`config.mk`:
```
export PLATFORM = sky130hd
export DESIGN_NAME = gpr_bank
export DESIGN_NICKNAME = d
export VERILOG_FILES = /design/src/rtl/gpr_pkg.sv /design/src/rtl/gpr_wr_decode.sv /design/src/rtl/gpr_cell_array.sv /design/src/rtl/gpr_rd_port.sv /design/src/rtl/gpr_bank.sv
export SDC_FILE = /design/constraint.sdc
export NUM_CORES = 2
export LEC_CHECK = 0
export BUFFER_PORTS_ARGS = -buffer_cell sky130_fd_sc_hd__buf_2
export CORE_MARGIN = 4
export CORE_UTILIZATION = 35
export CTS_CLUSTER_DIAMETER = 40
export DETAILED_ROUTE_END_ITERATION = 12
export GPL_TIMING_DRIVEN = 0
export SLEW_MARGIN = 15
export SYNTH_ARGS = -nofsm -noshare
export SYNTH_HDL_FRONTEND = slang
export SYNTH_SLANG_ARGS = --single-unit
```
`constraint.sdc`:
```
create_clock -name clk -period 3.9 [get_ports clk]
set_input_delay 0.195 -clock clk [delete_from_list [all_inputs] [get_ports clk]]
set_output_delay 0.195 -clock clk [all_outputs]
set_load 0.03 [all_outputs]
```
`src/rtl/gpr_pkg.sv`:
```
package gpr_pkg;

    // Default geometry of the integer register bank.
    localparam int unsigned GPR_DATA_W = 32;
    localparam int unsigned GPR_ID_W   = 5;
    localparam int unsigned GPR_COUNT  = 1 << GPR_ID_W;

    typedef logic [GPR_DATA_W-1:0] gpr_word_t;
    typedef logic [GPR_ID_W-1:0]   gpr_id_t;

    // One write request on the result port.
    typedef struct packed {
        logic      en;
        gpr_id_t   id;
        gpr_word_t data;
    } gpr_wr_req_t;

    // The zero entry never accepts a write.
    function automatic logic gpr_is_zero_id(input gpr_id_t id);
        return (id == '0);
    endfunction

endpackage

```
`src/rtl/gpr_wr_decode.sv`:
```
module gpr_wr_decode
    import gpr_pkg::*;
#(
    parameter int unsigned ID_W  = GPR_ID_W,
    parameter int unsigned COUNT = 1 << ID_W
) (
    input  logic             clk,
    input  logic             rst,
    input  gpr_wr_req_t      req,
    output logic [COUNT-1:0] strobe
);

    // One strobe per entry; the zero entry never gets one.
    for (genvar i = 0; i < COUNT; i++) begin : g_strobe
        if (i == 0) begin : g_zero
            assign strobe[i] = 1'b0;
        end else begin : g_live
            assign strobe[i] = req.en && !gpr_is_zero_id(req.id)
                               && (req.id == ID_W'(i));
        end
    end

    AST_SINGLE_STROBE: assert property (@(posedge clk) disable iff (rst)
        $onehot0(strobe));

    AST_DISABLED_NO_STROBE: assert property (@(posedge clk) disable iff (rst)
        !req.en |-> (strobe == '0));

endmodule

```
`src/rtl/gpr_cell_array.sv`:
```
module gpr_cell_array
    import gpr_pkg::*;
#(
    parameter int unsigned DATA_W = GPR_DATA_W,
    parameter int unsigned COUNT  = GPR_COUNT
) (
    input  logic              clk,
    input  logic              rst,
    input  logic [COUNT-1:0]  strobe,
    input  logic [DATA_W-1:0] wdata,
    output logic [DATA_W-1:0] cells [COUNT]
);

    for (genvar i = 0; i < COUNT; i++) begin : g_cell
        if (i == 0) begin : g_const
            assign cells[i] = '0;

            AST_ZERO_NEVER_STROBED: assert property (@(posedge clk) disable iff (rst)
                !strobe[i]);
        end else begin : g_reg
            always_ff @(posedge clk) begin
                if (rst) begin
                    cells[i] <= '0;
                end else if (strobe[i]) begin
                    cells[i] <= wdata;
                end
            end

            AST_CELL_HOLD: assert property (@(posedge clk) disable iff (rst)
                (!$past(rst) && !$past(strobe[i])) |-> $stable(cells[i]));

            AST_CELL_LOAD: assert property (@(posedge clk) disable iff (rst)
                (!$past(rst) && $past(strobe[i])) |-> (cells[i] == $past(wdata)));
        end
    end

endmodule

```
`src/rtl/gpr_rd_port.sv`:
```
module gpr_rd_port
    import gpr_pkg::*;
#(
    parameter int unsigned DATA_W = GPR_DATA_W,
    parameter int unsigned ID_W   = GPR_ID_W,
    parameter int unsigned COUNT  = 1 << ID_W
) (
    input  logic              clk,
    input  logic              rst,
    input  logic [DATA_W-1:0] cells [COUNT],
    input  logic [ID_W-1:0]   id,
    output logic [DATA_W-1:0] data
);

    always_comb begin
        data = cells[id];
    end

    AST_ZERO_READ: assert property (@(posedge clk) disable iff (rst)
        (id == '0) |-> (data == '0));

    AST_CLEARED_AFTER_RESET: assert property (@(posedge clk)
        $past(rst) |-> (data == '0));

endmodule

```
`src/rtl/gpr_bank.sv`:
```
module gpr_bank
    import gpr_pkg::*;
#(
    parameter int unsigned DATA_W = GPR_DATA_W,
    parameter int unsigned ID_W   = GPR_ID_W
) (
    input  logic              clk,
    input  logic              rst,
    input  logic [ID_W-1:0]   rd_a_id,
    output logic [DATA_W-1:0] rd_a_data,
    input  logic [ID_W-1:0]   rd_b_id,
    output logic [DATA_W-1:0] rd_b_data,
    input  logic              wr_en,
    input  logic [ID_W-1:0]   wr_id,
    input  logic [DATA_W-1:0] wr_data
);

    localparam int unsigned COUNT   = 1 << ID_W;
    localparam int unsigned N_READS = 2;

    gpr_wr_req_t       wr_req;
    logic [COUNT-1:0]  strobe;
    logic [DATA_W-1:0] cells [COUNT];
    logic [ID_W-1:0]   rd_ids  [N_READS];
    logic [DATA_W-1:0] rd_words[N_READS];

    always_comb begin
        wr_req.en   = wr_en;
        wr_req.id   = wr_id;
        wr_req.data = wr_data;
    end

    assign rd_ids[0] = rd_a_id;
    assign rd_ids[1] = rd_b_id;
    assign rd_a_data = rd_words[0];
    assign rd_b_data = rd_words[1];

    gpr_wr_decode #(
        .ID_W  (ID_W),
        .COUNT (COUNT)
    ) u_decode (
        .clk    (clk),
        .rst    (rst),
        .req    (wr_req),
        .strobe (strobe)
    );

    gpr_cell_array #(
        .DATA_W (DATA_W),
        .COUNT  (COUNT)
    ) u_cells (
        .clk    (clk),
        .rst    (rst),
        .strobe (strobe),
        .wdata  (wr_req.data),
        .cells  (cells)
    );

    for (genvar p = 0; p < N_READS; p++) begin : g_rd
        gpr_rd_port #(
            .DATA_W (DATA_W),
            .ID_W   (ID_W),
            .COUNT  (COUNT)
        ) u_port (
            .clk   (clk),
            .rst   (rst),
            .cells (cells),
            .id    (rd_ids[p]),
            .data  (rd_words[p])
        );
    end

    AST_PORT_A_SEES_WRITE: assert property (@(posedge clk) disable iff (rst)
        (!$past(rst) && $past(wr_en) && ($past(wr_id) != '0) && (rd_a_id == $past(wr_id)))
        |-> (rd_a_data == $past(wr_data)));

    AST_PORTS_AGREE: assert property (@(posedge clk) disable iff (rst)
        (rd_a_id == rd_b_id) |-> (rd_a_data == rd_b_data));

    AST_READ_OLD_IN_WRITE_CYCLE: assert property (@(posedge clk) disable iff (rst)
        (!$past(rst) && !$past(wr_en) && wr_en && (rd_b_id == wr_id) && $stable(rd_b_id))
        |-> $stable(rd_b_data));

endmodule

```
==> flow_summary_export.csv <==
group,metric,value,unit
floorplan,fp.dieArea,150000,um2
setup_path,crit_type,"in -> out",
sta,fin_crit,4.09,ns
sta,skew,0,ns
setup_path,reg2reg_depth,2,
detailed_routing,drtIter0Drc,8485,
setup_path,critPathCaptureType,"output pin",
final_layout,area_growth,18.3,%
sta,rsz0062_at_grt,"no",
worst_hold_path,hold_class,"in -> reg",
worst_hold_path,whs_path_depth,5,
global_routing,grt_pass1_vias,46400,
synthesis,synth_top_area_share,0.396,
sta,fin_setup_tns,-0.966,ns
clock_tree,cts_tree,"yes",
final_layout,mostFrequentLayoutCell,"nand2_1",
synthesis,syn_avg_cell_area,8.93,um2
synthesis,synth.ff_latch_count,992,
run_status,status,"complete, but fails checks",
final_layout,regMostFlops,"u_cells.cells",
global_routing,grt_remaining_overflow,0,
setup_path,crit_fanout,10,
detailed_routing,drc_errors,0,
floorplan,core_area,142000,um2
placed_design,dp_slack,-0.398,ns
sta,holdWs,0.142,ns
power_and_ir_drop,ir_drop,0.405,mV
clock_tree,cts_buffer_depth,3,
setup_path,worst_ep_required_time,3.70,ns
sta,finalMaxSlewViolations,0,
detailed_routing,dr.pass1.iters,9,
final_layout,nNetsFinal,5963,
setup_path,crit_arrival,3.90,ns
final_layout,drive_gt1_frac,0.178,
sta,min_period_over_period,1.05,
placed_design,portBuffers,102,
power_and_ir_drop,p_leak,0.0193,uW
detailed_routing,antenna_left,0,
setup_path,start_kind,"input pin",
clock_tree,clock_latency,0.79,ns
sta,fin_ws,-0.194,ns
sta,relSlewSlack,0.0415,
sta,worstMarginPinSlew,1.44,ns
synthesis,syn_nets,5669,
detailed_routing,viasPerCell,6.32,
clock_tree,htree_levels,4,
synthesis,yosys_warnings,0,
synthesis,synth.distinct_cells,34,
clock_tree,ctsRootBufferMaster,"clkbuf_16",
clock_tree,cts_buffers,153,
sta,timing.fmax,0.244,GHz
synthesis,syn_inst,5619,
placed_design,gp_congestion,1.06,
clock_tree,post_cts_buffers,0,
final_layout,top_regs,"u_cells.cells (992)",
detailed_routing,routedWlPerCell,32.1,um
floorplan,start_util,0.354,
clock_tree,cts.clk_slew.worst_paths,0.06,ns
global_routing,antenna_found_initial,27,
floorplan,die_y,387,um
power_and_ir_drop,p_per_area,473,nW/um2
sta,finalSetupViolCount,11,
floorplan,row_count,138,
final_layout,largest_reg_flops,992,
synthesis,synth_top_area_cell,"dfxtp_1",
final_layout,final_cell_mix,"nand2_1 (2001), a21oi_1 (992), dfxtp_1 (992), clkbuf_1 (486), mux4_2 (480)",
run,maxCapViolCount,0,
sta,hold_violations,0,
synthesis,ys_seq_area_frac,0.396,
power_and_ir_drop,power.total,28100,uW
setup_path,r2r_setup_slack,3.07,ns
floorplan,io_pins,114,
floorplan,die_w,387,um
synthesis,synth_top_cells_by_area,"dfxtp_1 (40%), mux4_2 (22%), nand2_1 (15%), a21oi_1 (9.9%), clkbuf_1 (3.7%)",
run_status,violations,"setup timing",
global_routing,grt_pass1_wl,349,mm
global_routing,grt.total_usage,0.327,
placed_design,post-dp-hpwl,189,mm
clock_tree,clkSinkCount,992,
final_layout,post-route-util,0.418,
global_routing,grt_max_degree,17,
detailed_routing,vias,50300,
synthesis,syn_area,50200,um2
detailed_routing,wirelength,256,mm
[per-layer routing]
metal  GRT usage  up-vias  wire, um
met5     0.00478        -       408
li1            -    20300         -
met1       0.397    24400     90500
met3       0.147     1127     40000
met4       0.207       22     19200
met2       0.468     4446    106000
[path summary, 6_finish.rpt]
path | from | end
hold / removal | wr_id[4] | u_cells.cells[96]
setup / recovery | rd_a_id[2] | rd_a_data[10]
setup reg to reg | u_cells.cells[363] | u_cells.cells[363]
hold reg to reg | u_cells.cells[563] | u_cells.cells[563]
[timing repair]
item,in CTS,in global routing
hold endpoints to repair,100,0
gates resized for setup,12,16
hold buffers,32,0
endpoints found under the setup margin,38,40
[report_power, final]
group | total (uW) | internal [uW] | switching, uW
Clock | 15600 | 9810 | 5770
Combinational | 2250 | 546 | 1710
Sequential | 10300 | 10200 | 61.1
[kinds of logic after synthesis]
logic type,share of synthesized area
AO/OA/AOI/OAI,0.138
multiplexers,0.256
flip-flops,0.396
buffers and inverters,0.0482
AND/OR/NAND/NOR,0.162
[cell usage after synthesis]
master     count
or2_2          4
nand4bb_1      1
nand3b_1       2
a211oi_1      32
buf_4         21
nand3_1       13
buf_2         57
mux4_2       480
mux2i_1       96
and2_1        38
o31ai_1       32
and3b_1        3
mux2_2        96
nand4b_1       2
clkbuf_1     489
nand2_1     2001
or3b_2         1
buf_1         28
o22ai_1       32
dfxtp_1      992
o21ai_0       32
nor3b_1        2
nor3_1        11
nand4_1        1
nor2b_1        6
inv_1          1
nor3b_2        1
nand2b_1       3
a21oi_1      992
a22o_1       128
and3_1         1
and2_0         1
buf_6          3
nor2_1        17
[critical path, stage by stage]
cell and delay, ns:
clkbuf_1 0.23, buf_2 0.33, clkdlybuf4s15_2 0.50, inv_1 0.54, clkbuf_1 0.68, a211oi_1 0.23
o31ai_1 0.83, buf_2 0.34
[stage by stage]
| stage | instances | area, um2 |
|---|---|---|
| 2_1_floorplan | 5619 | 50200 |
| 3_3_place_gp | 7611 | 53100 |
| 3_5_place_dp | 7615 | 53100 |
| 4_1_cts | 7933 | 59300 |
| 5_1_grt | 7935 | 59300 |
| 6_report | 7966 | 59400 |
[cell type report]
class,instances,area [um2]
clock inverter,107,1610
timing repair buffer,139,880
inverter,1,3.75
sequential,992,19900
fill,14000,82500
multi-input combinational,4028,28000
antenna,32,80.1
buffer,598,2460
clock buffer,179,4150
tap,1890,2360
(Power assumes the default switching activity.)
